**src/rtl/rlat_pkg.sv**
```systemverilog
package rlat_pkg;

    localparam int LAT_W   = 12;
    localparam int STAMP_W = LAT_W + 4;

    typedef logic [LAT_W-1:0]   lat_t;
    typedef logic [STAMP_W-1:0] stamp_t;

    typedef enum logic {
        BEAT_LEAD  = 1'b0,
        BEAT_TRAIL = 1'b1
    } beat_e;

    function automatic stamp_t stamp_age(stamp_t now, stamp_t then);
        return now - then;
    endfunction

    function automatic logic age_reached(stamp_t age, lat_t lat);
        return age >= stamp_t'(lat);
    endfunction

    function automatic logic age_past(stamp_t age, lat_t lat);
        return age > stamp_t'(lat);
    endfunction

endpackage

```
**src/rtl/stamp_fifo.sv**
```systemverilog
module stamp_fifo
    import rlat_pkg::*;
#(
    parameter int DEPTH = 8
) (
    input  logic   clk,
    input  logic   rst,
    input  logic   push,
    input  stamp_t din,
    input  logic   pop,
    output logic   full,
    output logic   nonempty,
    output stamp_t head
);
    localparam int PW = (DEPTH > 1) ? $clog2(DEPTH) : 1;
    localparam int CW = $clog2(DEPTH + 1);
    localparam logic [PW-1:0] LAST_IDX = PW'(DEPTH - 1);
    localparam logic [CW-1:0] FULL_CNT = CW'(DEPTH);

    stamp_t          store [DEPTH];
    logic [PW-1:0]   wr_idx, rd_idx;
    logic [CW-1:0]   count;

    assign full     = (count == FULL_CNT);
    assign nonempty = (count != '0);
    assign head     = store[rd_idx];

    always_ff @(posedge clk) begin
        if (rst) begin
            wr_idx <= '0;
            rd_idx <= '0;
            count  <= '0;
        end else begin
            if (push) begin
                store[wr_idx] <= din;
                wr_idx <= (wr_idx == LAST_IDX) ? '0 : wr_idx + 1'b1;
            end
            if (pop) begin
                rd_idx <= (rd_idx == LAST_IDX) ? '0 : rd_idx + 1'b1;
            end
            case ({push, pop})
                2'b10:   count <= count + 1'b1;
                2'b01:   count <= count - 1'b1;
                default: count <= count;
            endcase
        end
    end


    no_overflow_chk: assert property (@(posedge clk) disable iff (rst)
        full |-> !push);


    no_underflow_chk: assert property (@(posedge clk) disable iff (rst)
        pop |-> nonempty);

endmodule

```
**src/rtl/resp_gate.sv**
```systemverilog
module resp_gate
    import rlat_pkg::*;
#(
    parameter bit BURST = 1'b1
) (
    input  logic   clk,
    input  logic   rst,
    input  stamp_t now,
    input  lat_t   lat,
    input  stamp_t head,
    input  logic   head_ok,
    input  logic   dn_valid,
    input  logic   dn_last,
    input  logic   up_ready,
    output logic   up_valid,
    output logic   dn_ready,
    output logic   pop,
    output logic   late
);
    beat_e  beat;
    logic   seen;
    stamp_t age;
    logic   lead, open_gate, hs;

    assign age       = stamp_age(now, head);
    assign lead      = (beat == BEAT_LEAD);
    assign open_gate = !lead || (head_ok && age_reached(age, lat));
    assign up_valid  = dn_valid && open_gate;
    assign dn_ready  = up_ready && open_gate;
    assign hs        = dn_valid && dn_ready;
    assign pop       = hs && lead;
    assign late      = dn_valid && lead && !seen && head_ok && age_past(age, lat);

    generate
        if (BURST) begin : g_burst
            always_ff @(posedge clk) begin
                if (rst)     beat <= BEAT_LEAD;
                else if (hs) beat <= dn_last ? BEAT_LEAD : BEAT_TRAIL;
            end
        end else begin : g_single
            logic unused_last;
            assign unused_last = dn_last;
            assign beat = BEAT_LEAD;
        end
    endgenerate

    always_ff @(posedge clk) begin
        if (rst)                   seen <= 1'b0;
        else if (hs)               seen <= 1'b0;
        else if (dn_valid && lead) seen <= 1'b1;
    end


    hold_valid_chk: assert property (@(posedge clk) disable iff (rst)
        (up_valid && !up_ready && dn_valid) |=> (up_valid || !dn_valid));


    late_pulse_chk: assert property (@(posedge clk) disable iff (rst)
        (late && !dn_ready) |=> !late);


    head_needed_chk: assert property (@(posedge clk) disable iff (rst)
        (up_valid && lead) |-> head_ok);

endmodule

```
**src/rtl/resp_latency_gate.sv**
```systemverilog
module resp_latency_gate
    import rlat_pkg::*;
#(
    parameter int RD_DEPTH = 8,
    parameter int WR_DEPTH = 8
) (
    input  logic        clk,
    input  logic        rst,
    input  logic [11:0] rd_min_lat,
    input  logic [11:0] wr_min_lat,
    input  logic        up_arvalid,
    output logic        up_arready,
    output logic        dn_arvalid,
    input  logic        dn_arready,
    input  logic        up_wvalid,
    input  logic        up_wlast,
    output logic        up_wready,
    output logic        dn_wvalid,
    input  logic        dn_wready,
    input  logic        dn_rvalid,
    input  logic        dn_rlast,
    output logic        dn_rready,
    output logic        up_rvalid,
    input  logic        up_rready,
    input  logic        dn_bvalid,
    output logic        dn_bready,
    output logic        up_bvalid,
    input  logic        up_bready,
    output logic        rd_underrun,
    output logic        wr_underrun
);
    stamp_t now_q;
    logic   rd_full, rd_ne, rd_push, rd_pop;
    logic   wr_full, wr_ne, wr_push, wr_pop;
    stamp_t rd_head, wr_head;

    always_ff @(posedge clk) begin
        if (rst) now_q <= '0;
        else     now_q <= now_q + 1'b1;
    end

    assign up_arready = dn_arready && !rd_full;
    assign dn_arvalid = up_arvalid && !rd_full;
    assign rd_push    = up_arvalid && up_arready;

    assign up_wready  = dn_wready && !wr_full;
    assign dn_wvalid  = up_wvalid && !wr_full;
    assign wr_push    = up_wvalid && up_wready && up_wlast;

    stamp_fifo #(.DEPTH(RD_DEPTH)) u_rd_fifo (
        .clk(clk), .rst(rst), .push(rd_push), .din(now_q), .pop(rd_pop),
        .full(rd_full), .nonempty(rd_ne), .head(rd_head)
    );

    stamp_fifo #(.DEPTH(WR_DEPTH)) u_wr_fifo (
        .clk(clk), .rst(rst), .push(wr_push), .din(now_q), .pop(wr_pop),
        .full(wr_full), .nonempty(wr_ne), .head(wr_head)
    );

    resp_gate #(.BURST(1'b1)) u_r_gate (
        .clk(clk), .rst(rst), .now(now_q), .lat(rd_min_lat),
        .head(rd_head), .head_ok(rd_ne),
        .dn_valid(dn_rvalid), .dn_last(dn_rlast), .up_ready(up_rready),
        .up_valid(up_rvalid), .dn_ready(dn_rready), .pop(rd_pop), .late(rd_underrun)
    );

    resp_gate #(.BURST(1'b0)) u_b_gate (
        .clk(clk), .rst(rst), .now(now_q), .lat(wr_min_lat),
        .head(wr_head), .head_ok(wr_ne),
        .dn_valid(dn_bvalid), .dn_last(1'b1), .up_ready(up_bready),
        .up_valid(up_bvalid), .dn_ready(dn_bready), .pop(wr_pop), .late(wr_underrun)
    );


    w_stall_chk: assert property (@(posedge clk) disable iff (rst)
        wr_full |-> !wr_push);


    b_late_needs_valid_chk: assert property (@(posedge clk) disable iff (rst)
        wr_underrun |-> (dn_bvalid && wr_ne));

endmodule

```
**config.mk**
```make
export PLATFORM = sky130hd
export DESIGN_NAME = resp_latency_gate
export DESIGN_NICKNAME = d
export VERILOG_FILES = /design/src/rtl/rlat_pkg.sv /design/src/rtl/stamp_fifo.sv /design/src/rtl/resp_gate.sv /design/src/rtl/resp_latency_gate.sv
export SDC_FILE = /design/constraint.sdc
export NUM_CORES = 1
export LEC_CHECK = 0
export ABC_AREA = 1
export BUFFER_PORTS_ARGS = -buffer_cell sky130_fd_sc_hd__clkbuf_2
export CAP_MARGIN = 20
export CORE_MARGIN = 5
export CORE_UTILIZATION = 60
export CTS_CLUSTER_DIAMETER = 40
export CTS_CLUSTER_SIZE = 20
export DETAILED_ROUTE_END_ITERATION = 10
export PLACE_DENSITY = 0.77
export SYNTH_ARGS = -nofsm -noshare
export SYNTH_HDL_FRONTEND = slang
export SYNTH_HIERARCHICAL = 1
export SYNTH_SLANG_ARGS = --single-unit
export TNS_END_PERCENT = 20
```
**constraint.sdc**
```tcl
create_clock -name clk -period 12.2 [get_ports clk]
set_input_delay 1.22 -clock clk [delete_from_list [all_inputs] [get_ports clk]]
set_output_delay 1.22 -clock clk [all_outputs]
set_load 0.005 [all_outputs]
```
-- Word-level counts from Yosys, hierarchy flattened
Memories as Yosys holds them, arrays and structs flattened. A register that Yosys moved wholly into a read port is not among the register bits.
Index checks and enable logic that the tools add are counted.
- register bits: 39
- bits in latches: 0
- memory bits (writable): 256
- ROM bits: 0
- input port bits: 36
- output and inout bits: 10
- word-level logic and storage cells: 89
- memories kept: 2
- add/sub/neg operators: 11
- $mul: 0
- div/mod/pow operators: 0
- magnitude comparators: 4
- equal/unequal tests: 10
- shift-type cells: 0
- multiplexer cells: 17
- bitwise gates (word level): 1
- reductions and logical operators: 34
- memory list (memory ; depth ; bits a word ; rd ports ; clocked after Yosys merged registers in ; write ports ; line ; RTL):
    u_rd_fifo.store ; 8 ; 16 ; 1 ; 1 ; 1 ; stamp_fifo.sv:20 ; stamp_t store [DEPTH];
    u_wr_fifo.store ; 8 ; 16 ; 1 ; 1 ; 1 ; stamp_fifo.sv:20 ;
- operators with widths (cell ; count):
    $ge A16 B12 Y1 ; 2
    $gt A16 B12 Y1 ; 2
    $sub A16 B16 Y16 ; 2
    $mux W3 ; 8
    $logic_and A1 B1 Y1 ; 23
    $add A16 B1 Y16 const B ; 1
    $pmux W4 S2 ; 2
    $add A3 B1 Y3 const B ; 4
    $eq A3 B3 Y1 const B ; 4
    $add A4 B1 Y4 const B ; 2
    $eq A4 B4 Y1 const B ; 2
    $reduce_bool A4 Y1 ; 2
    $sub A4 B1 Y4 const B ; 2
    $mux W1 ; 7
    $eq A2 B1 Y1 const B ; 2
    $eq A2 B2 Y1 const B ; 2
    $logic_not A1 Y1 ; 4
    $reduce_bool A2 Y1 ; 2
    $reduce_or A2 Y1 ; 2
    $logic_or A1 B1 Y1 ; 1
    $not A1 Y1 ; 1

-- Longest topological paths before layout
- word-level depth: 9
- gate-level depth with buffers: 38
- gate-level depth less buffers: 36

-- Hierarchy
Netlist, hierarchy kept.
- modules (own cells, without submodules) (module ; times used ; cells each ; area each (um^2) ; sequential area each (um^2)):
    stamp_fifo ; 2 ; 451 ; 5677.9 ; 4103.9
    resp_gate (u_r_gate) ; 1 ; 256 ; 1422.6 ; 40.0
    resp_gate (u_b_gate) ; 1 ; 252 ; 1368.8 ; 20.0
    resp_latency_gate ; 1 ; 124 ; 829.5 ; 320.3

-- Least setup slack after synthesis
No wires, ideal clock.
- path kind: flip-flop to flip-flop
- start: register (tool-made name)
- end: register u_rd_fifo.count[2]
- library setup time: 0.115 ns
- data arrival time: 4.421 ns
- data required time: 12.085 ns
- path slack: 7.664 ns
- cell stages (with the launch flop): 34
- buffers on the path: 3
- clock period less this slack: 4.536 ns
- cells stage by stage: dfxtp_1 buf_6 inv_4 buf_6 buf_8 nor2_2 o22ai_1 nand2_1 nand2_1 ha_1 fa_1 inv_1 nand3_1 nand3_1 a31oi_1 xnor2_1 ha_1 nand4_1 nor4_1 nor2_1 nand3_2 nand2_2 a21boi_2 nand2_1 nor2_1 ha_1 nand2_1 inv_1 nor2_1 ha_1 a21oi_1 xnor2_1 o21ai_0 inv_1
- RTL lines (what ; line ; RTL):
    end signal, assigned ; stamp_fifo.sv:42 ; 2'b10: count <= count + 1'b1;
    end signal, assigned ; stamp_fifo.sv:43 ; 2'b01: count <= count - 1'b1;
    end signal, assigned ; stamp_fifo.sv:44 ; default: count <= count;
    end, declared ; stamp_fifo.sv:22 ; logic [CW-1:0] count;

==> results.tsv <==
stage	metric	value	unit
floorplanning	die_area	28210	um^2
setup_path	endpoint_kind	primary output	
global_routing	grt_max_degree	66	
finish	fill_cells	1796	
sta	relSlewSlack	33.59	%
finish	drive_above_1_share	11.92	%
cts	clkLatencyLatePin	0.52	ns
setup_path	cp_common_cell	nand2_1	
drt	avgRoutedWirePerCell	16.79	um
global_routing	antenna_found_initial	0	
setup_path	crit_chain	buf_4, inv_4, o21ai_0, o21ai_1, nand2_1, nand2_1, inv_1, ha_1, a21oi_1, nand2_1, nand2_1, nand2_2, a31oi_1, xnor2_1, ha_1, a21oi_1, nor2_1, a211oi_1, nand2_1, nor2_1, nand3_2, nand3_1, inv_1, clkbuf_2	
setup_path	r2r-end	u_rd_fifo/count[2]	
setup_path	crit_required	10.98	ns
placement	port_buffers	45	
setup_path	critical_path.slowest_cell	buf_4	
floorplanning	rows	57	
finish	final_cells	1951	
sta	fin_crit	6.135	ns
setup_path	path_delay_family	buffers and inverters	
floorplanning	die_x	168.0	um
setup_path	crit_fanout	65	
outcome	status	completed	
drt	drt_iter0_drc	1098	
power	power.density	165.0	nW/um^2
sta	clock_skew	0.02602	ns
worst_hold_path	hold_depth	1	
sta	tns	0	ns
setup_path	max_stage_delay	0.60	ns
floorplanning	start_util	61.21	%
worst_hold_path	hold_path.class	reg -> reg	
finish	nNetsFinal	1709	
sta	tightest_slew	0.9950	ns
placement	dp_slack	6.471	ns
sta	hold_viol	0	
power	switching_share	30.38	%
cts	cts_buffers	34	
sta	period_share	50.29	%
yosys	synth_cells	1533	
cts	clockBufferDepth	3	
sta	rsz0062_at_grt	no	
setup_path	cp-start-kind	flip-flop	
power	p_sw	836.9	uW
drt	via_per_inst	5.543	
floorplanning	core	24460	um^2
cts	htree_levels	2	
global_routing	globalRouteOverflowTotal	0	
sta	drv_slew	0	
floorplanning	die_y	168.0	um
global_routing	grtUsageTotal	22.87	%
power	p_int	1.918	mW
sta	fmax	163.0	MHz
yosys	syn_area	14970	um^2
cts	post_cts_resized	0	
cts	hold_buffers	0	
setup_path	path_buf_inv	5	
drt	vias	10815	
global_routing	grt_first_pass_wirelength	51.83	mm
cts	root_buffer	clkbuf_16	
yosys	synth_nets	1640	
setup_path	crit_type	reg -> out	
worst_hold_path	min_from	u_wr_fifo/rd_idx[0]	
drt	ant_nets	0	
power	power	2.755	mW
power	p_comb_share	21.3	%
cts	numClockSinks	301	
cts	cts_tree	yes	
power	peakVddDrop	0.1239	mV
floorplanning	io_pins	46	
cts	clkTransAtPathRegs	0.06	ns
drt	wl	32.76	mm
placement	place_inst	1890	
global_routing	grt_pass1_vias	10132	
drt	firstDrtPassIters	5	
placement	dpl_cell_area	15550	um^2
power	clockPowerShare	36.8	%
yosys	avgSynthCellArea	9.767	um^2
sta	setup_viol	0	
power	power_frac_seq	41.9	%
placement	place_congestion	0.8860	
sta	layout_setup_ws	6.065	ns
finish	fin_util	68.25	%
power	p_leak	6.910	nW
sta	holdWs	0.4951	ns
finish	area_growth	11.51	%
setup_path	reg2reg_slack	6.32	ns
run	cap_viol_max_count	0	
finish	antenna_cells	0	
cts	post-cts-setup-buffer-count	0	
drt	drc	0	
yosys	yosysWarnings	6	
setup_path	arrival	4.92	ns
finish	post-route-cell-area	16700	um^2
setup_path	r2r_cells	31	
placement	hpwl	21.04	mm
placed cells by master (no fill, tap or decap), types with 40 or more instances in the layout:
| cell | count |
|---|---|
| inv_1 | 190 |
| o21ai_1 | 40 |
| dfxtp_1 | 41 |
| edfxtp_1 | 256 |
| a21oi_1 | 44 |
| clkbuf_2 | 45 |
| nand2_1 | 312 |
| nor2_1 | 204 |
| ha_1 | 69 |
| o21ai_0 | 107 |
final cells by class:
| class | count | area [um^2] | share of cell area (%) |
|---|---|---|---|
| clock buffer | 37 | 904.6 | 5.418 |
| tap | 324 | 405.4 | 2.428 |
| sequential | 301 | 8593 | 51.47 |
| clock inverter | 24 | 240.2 | 1.439 |
| multi-input combinational | 990 | 5339 | 31.98 |
| timing repair buffer | 77 | 465.4 | 2.788 |
| inverter | 198 | 748.2 | 4.481 |
worst max-delay path by stage:
stage / depth (start not counted) / slack (ns) / endpoint / start
5_1_grt: 24 / 5.64 / dn_bready / flip-flop
4_1_cts: 21 / 6.07 / up_rvalid / flip-flop
6_report: 24 / 6.06 / dn_bready / flip-flop
3_3_place_gp: 31 / 6.63 / u_rd_fifo/count[2] / flip-flop
2_1_floorplan: 33 / 7.66 / u_rd_fifo/count[2] / flip-flop
3_5_place_dp: 31 / 6.47 / u_rd_fifo/count[2] / flip-flop
registers in the layout (all words and copies together), names as in the netlist, named ones only:
register          count
u_rd_fifo/store     128
u_wr_fifo/store     128
now_q                16
u_rd_fifo/count       4
u_wr_fifo/count       4
u_rd_fifo/rd_idx      3
u_rd_fifo/wr_idx      3
u_wr_fifo/rd_idx      3
u_wr_fifo/wr_idx      3
u_b_gate/seen         1
u_r_gate/beat         1
u_r_gate/seen         1
per-layer routing:
metal,wire length [um],track usage (%)
met5,0,0
met4,570,5.681
met3,2826,3.658
met2,15150,36.29
met1,14210,33.43
power groups by stage:
| stage | clock, mW | combinational, mW | sequential [mW] |
|---|---|---|---|
| final | 1.01 | 0.587 | 1.15 |
| after global routing | 1.08 | 0.666 | 1.16 |
| after CTS | 1.03 | 0.587 | 1.15 |
| after detailed placement | 0 | 0.582 | 1.18 |
| after global placement | 0 | 0.564 | 1.17 |
| after floorplan | 0 | 0.459 | 1.17 |
(Power assumes the default switching activity.)
